<file path="src/rtl/led_power_ctrl.sv">
module led_power_ctrl #(
  parameter int DIV_BITS = 15
) (
  input  logic       clk,
  input  logic       rst_n,
  input  logic       sb_ok,
  input  logic       main_ok,
  input  logic       slp_ram,
  input  logic       slp_off,
  input  logic [1:0] mode,
  input  logic [1:0] cfg_a,
  input  logic [1:0] cfg_b,
  output logic       led_a,
  output logic       led_b
);

  localparam int PW = DIV_BITS + 2;

  logic [PW-1:0] phase;

  wire fast_on = ~phase[DIV_BITS-1];
  wire slow_on = (phase[PW-1:DIV_BITS] == 2'b00);

  wire powered      = sb_ok | main_ok;
  wire standby_only = sb_ok & ~main_ok;
  wire force_blink  = (mode == 2'b01) & standby_only;
  wire force_off    = ~powered | ((mode == 2'b10) & slp_off);
  wire unused_ok    = slp_ram;

  function automatic logic sw_level(input logic [1:0] cfg, input logic f, input logic s);
    case (cfg)
      2'b00:   sw_level = 1'b0;
      2'b01:   sw_level = 1'b1;
      2'b10:   sw_level = f;
      default: sw_level = s;
    endcase
  endfunction

  wire nxt_a = force_off ? 1'b0 : force_blink ? fast_on : sw_level(cfg_a, fast_on, slow_on);
  wire nxt_b = force_off ? 1'b0 : force_blink ? fast_on : sw_level(cfg_b, fast_on, slow_on);

  always_ff @(posedge clk or negedge rst_n) begin
    if (!rst_n) begin
      phase <= '0;
      led_a <= 1'b0;
      led_b <= 1'b0;
    end else begin
      phase <= phase + 1'b1;
      led_a <= nxt_a;
      led_b <= nxt_b;
    end
  end

  AST_FAIL_DARK: assert property (@(posedge clk) disable iff (!rst_n)
    (!sb_ok && !main_ok) |=> (!led_a && !led_b));

  AST_STBY_LOCKSTEP: assert property (@(posedge clk) disable iff (!rst_n)
    (mode == 2'b01 && sb_ok && !main_ok) |=> (led_a == led_b));

  AST_SOFTOFF_DARK: assert property (@(posedge clk) disable iff (!rst_n)
    (mode == 2'b10 && slp_off) |=> (!led_a && !led_b));

  AST_CFG_OFF: assert property (@(posedge clk) disable iff (!rst_n)
    (cfg_a == 2'b00 && !(mode == 2'b01 && sb_ok && !main_ok)) |=> !led_a);

  AST_CFG_STEADY: assert property (@(posedge clk) disable iff (!rst_n)
    (cfg_b == 2'b01 && (sb_ok || main_ok) && mode == 2'b11) |=> led_b);

  AST_RESET_DARK: assert property (@(posedge clk)
    !rst_n |-> (!led_a && !led_b));

endmodule

</file>
<file path="config.mk">
export PLATFORM = sky130hd
export DESIGN_NAME = led_power_ctrl
export DESIGN_NICKNAME = d
export VERILOG_FILES = /design/src/rtl/led_power_ctrl.sv
export SDC_FILE = /design/constraint.sdc
export NUM_CORES = 1
export LEC_CHECK = 0
export ABC_AREA = 1
export BUFFER_PORTS_ARGS = -buffer_cell sky130_fd_sc_hd__buf_2
export CORE_MARGIN = 4
export CORE_UTILIZATION = 45
export DETAILED_ROUTE_END_ITERATION = 12
export GPL_ROUTABILITY_DRIVEN = 0
export HOLD_SLACK_MARGIN = 0.03
export PLACE_DENSITY = 0.64
export REMOVE_ABC_BUFFERS = 1
export SLEW_MARGIN = 20
export SYNTH_ARGS = -nofsm -noshare
export SYNTH_HDL_FRONTEND = slang
export SYNTH_SLANG_ARGS = --single-unit
</file>
<file path="constraint.sdc">
create_clock -name clk -period 1.4 [get_ports clk]
set_clock_uncertainty 0.15 [all_clocks]
set_input_delay 0 -clock clk [delete_from_list [all_inputs] [get_ports clk]]
set_output_delay 0 -clock clk [all_outputs]
set_load 0.01 [all_outputs]
</file>
# Yosys cells after proc, flatten, opt, wreduce, memory -nomap -nowiden
# Index checks and enable logic that the tools add are counted.
[word_totals] latchBits=0 wordCells=27 out_inout_bits=2 rom_bits=0 register_bits=19 n_memories=0 ram_bits=0
[classes] bitwise_logic=8 n_shift=0 magnitude_cmp=0 addsub=1 multipliers=0 n_mux=6 n_reduce_logical=3 eq_ne=6 n_div=0
[op_table] operator="$add 17x1->17 const B" n=1
[op_table] operator="$eq 2x1->1 const B" n=3
[op_table] operator="$eq 2x2->1 const B" n=3
[op_table] operator="$logic_not 2->1" n=3
[op_table] operator="$pmux 1 s3" n=2
[op_table] operator="$mux 1" n=4
[op_table] operator="$and 1x1->1" n=3
[op_table] operator="$not 1->1" n=3
[op_table] operator="$or 1x1->1" n=2

# Longest topological paths before layout
[depth] depth_word=5 ltp_mapped=8 ltp_nobuf=8

# Least setup slack after synthesis
# OpenSTA, ideal clock, no wires.
[synth_timing] path_kind="register to register" start="register phase[0]" end="register phase[12]" t_required_ps=1133 period_less_slack_ps=1287 setup_time_ps=117 arrival_ps=1021 path_buffers=0 slack_ps=113 stages_incl_launch_ff=8 path_cell_list="dfrtp_1 -> ha_1 -> nand2_1 -> nor2_2 -> nand2_2 -> clkinv_1 -> nand3b_1 -> nand2_1"
[synth_via] elab_chain_cells=1
[synth_rtl] item="start, declared" line="19" rtl="logic [PW-1:0] phase;"
[synth_rtl] item="start signal, assigned" line="48" rtl="phase <= phase + 1'b1;"
[synth_rtl] item="$add 17x1->17" line="48"
# No other way between the ends.

# Final worst setup path
[layout_timing] start="register phase[0]" end="register phase[10]"
# The elaborated chain is that of the path after synthesis.

==> key figures <==
Run status
  • Status: completed

Synth
  • Yosys reg bits: 19
  • Synth Instances: ~120
  • Area leader, netlist: dfrtp_1
  • Cell Area, Synth: 987 um2
  • Ys Warns: 0
  • Synth area leaders: dfrtp_1 48%, nand2_1 15%, inv_1 4.9%, nor2_1 4.6%, nand3_1 4.1%
  • Syn avg cell area: 7.96 um2
  • Post-synthesis sequential area ratio: 0.482
  • Top-area cell type share of the netlist area: 0.482
  • Synth unique cells: 19

Placed design
  • Placed cell areas: between 0.001 and 0.0015 mm2
  • Pre-CTS setup slack: roughly 0.018 ns
  • DPL Wire Length: between 1 and 1.5 mm
  • Port bufs: 12

CTS
  • Clock-pin slew on the worst setup and hold paths: 0.11 ns
  • CTS tree: built
  • # clock sinks: 19
  • Clk Latency, worst-skew pair: 0.30 ns
  • Clk buf depth: 2
  • Htree depth: 1
  • Clock root buffer: clkbuf_4
  • TritonCTS Buffers: 3

Pwr
  • Pleak: between 0.6 and 0.7 nW
  • Power density over the cells: about 700 mW/mm2
  • Worst vdd ir: 0.484 mV

STA
  • Period utilization: 0.950
  • # setup viols final: 0
  • Fmax: 0.752 GHz
  • Final WS setup: 0.0705 ns
  • Max-Slew Margin vs Limit: 0.720
  • TNS Setup: 0 ns
  • RSZ-0062 raised after global routing: true
  • Final Max Slew Viols: 0
  • Final Hold Violating Endpoints: 0
  • Worst-margin pin slew: 0.420 ns
  • Final period demand of the worst path: 1.33 ns

Cells and area
  • Area of the multi-input gates: slightly above 500 um2
  • Final instance area: 0.00129 mm2
  • Layout Nets: 168
  • Commonest non-fill, non-tap cell in the layout: nand2_1
  • Register area: 475 um2
  • Share of layout cells above drive strength 1: 0.227
  • Number of diodes: 0
  • Area Growth Syn to Fin: 30.3%
  • Fillers: 181
  • Most frequent cells in the layout: 38 x nand2_1, 19 x dfrtp_1, 13 x inv_1, 12 x nor2_1, 12 x buf_2

Routing
  • DRC Markers: 0
  • Pre-antenna DRT Iters: 4
  • Final ANT Viol Nets: 0
  • DR WL/cell: around 11 um
  • Total Routed Length: 2.01 mm
  • Vias/cell: 4.88
  • DR iter-0 viols: 12
  • Via count: around 880

Run
  • Max cap viols: 0

Hold path
  • Hold Path Class: register to register

GRT
  • Vias in the first global route: slightly above 800
  • Largest net degree at the start of global routing: 20
  • Initial antenna violation count: 0
  • Gr ovfl total: 0
  • Gr usage total: 0.167
  • First-pass GRT wire length: 3.48 mm

Setup path
  • Largest fanout on the critical path: 6
  • Critical Path RT: roughly 1.4 ns
  • Buf/Inv on CP: 0
  • Critical Path AT: 1.37 ns
  • Crit Path Class: register to register
  • CP max-delay cell: dfrtp_1
  • Crit. End Element: register
  • Crit-path max cell delay: 0.41 ns
  • CP top delay family: flip-flops
  • Cells along the critical path: ha_4 > nand2_2 > nor2_4 > nand2_4 > o21ai_1 > nand2_1
  • Critical Path Start Type: register

Die
  • Die Wd: ~55 um
  • Core area: 0.00202 mm2
  • # IOs: 14
  • Die Y: between 50 and 60 um
  • Row Count: 16
  • Die area: 0.00301 mm2
  • Starting Density: 0.488
through the flow:
step / std cells / util / hold slack [ns] / total power, mW
global route: 181 / 0.636 / 0.369 / 0.953
CTS: 179 / 0.606 / 0.349 / 0.912
finish: 181 / 0.636 / 0.351 / 0.906
global placement: 164 / 0.538 / -0.192 / 0.614
detailed placement: 164 / 0.538 / -0.187 / 0.614
floorplan: 124 / - / -0.446 / 0.581
area by class of cell:
class / count / area share
inverter: 14 / 0.0409
clock buffer: 4 / 0.0204
timing repair buffer: 26 / 0.150
multi-input combinational: 91 / 0.393
tap: 27 / 0.0263
sequential: 19 / 0.370
state kept, by name, summed over array words and instances, names as in the netlist:
signal and cells:
led_a 1, led_b 1, phase 17
report_power, final:
part / internal (mW) / leakage [nW] / switching, mW
clock: 0.111 / 0.0150 / 0.167
sequential: 0.554 / 0.246 / 0.000959
combinational: 0.0397 / 0.356 / 0.0340
total: 0.704 / 0.618 / 0.202
worst register-to-register path, cell delays in order, from the launching register on:
cell	delay, ns
dfrtp_1	0.41
ha_4	0.17
nand2_2	0.06
nor2_4	0.13
nand2_4	0.09
o21ai_1	0.14
nand2_1	0.08
cells by family (layout without fill, tap and decap cells):
| group | Yosys count | in the layout | share of synthesized area |
|---|---|---|---|
| compound gates | 7 | 7 | 0.0355 |
| buf+inv | 14 | 44 | 0.0532 |
| xor+xnor | 7 | 7 | 0.0621 |
| flops | 19 | 19 | 0.482 |
| fa+ha+maj | 1 | 1 | 0.0127 |
| simple gates | 76 | 76 | 0.355 |
path summary, 6_finish.rpt:
kind,start,end,slack [ns],cells past startpoint
worst max-delay path,phase[0],phase[10],0.07,6
worst min-delay path,phase[6],phase[6],0.35,1
worst max register to register,phase[0],phase[10],0.07,6
worst min register to register,phase[6],phase[6],0.35,1
max in group asynchronous,rst_n,phase[13],0.25,3
min in group asynchronous,rst_n,led_a,0.55,3
cell usage after synthesis:
cell	number
nand2_4	1
a21oi_1	2
inv_1	13
nand3b_1	1
xor2_1	4
o21ai_0	1
ha_1	1
nand4_1	3
xnor2_1	3
nand3_1	8
nor2_4	2
o21ai_1	4
nor2_2	6
nor2_1	12
nand2_1	40
clkinv_1	1
nor3_1	1
nand2_2	2
dfrtp_1	19
what timing repair did:
action / 4_1_cts / 5_1_grt
hold buffers: 11 / 0
setup buffers: 0 / 2
setup endpoints to repair: 0 / 6
hold endpoints to repair: 21 / 0
gates resized for setup: 0 / 11
metal layers:
layer | track usage | vias to the layer above | wire (um)
met5 | 0 | - | 0
met4 | 0.0996 | 0 | 89
met3 | 0.0572 | 13 | 100
met2 | 0.234 | 20 | 952
met1 | 0.218 | 397 | 870
li1 | - | 453 | -
(Power assumes the default switching activity.)
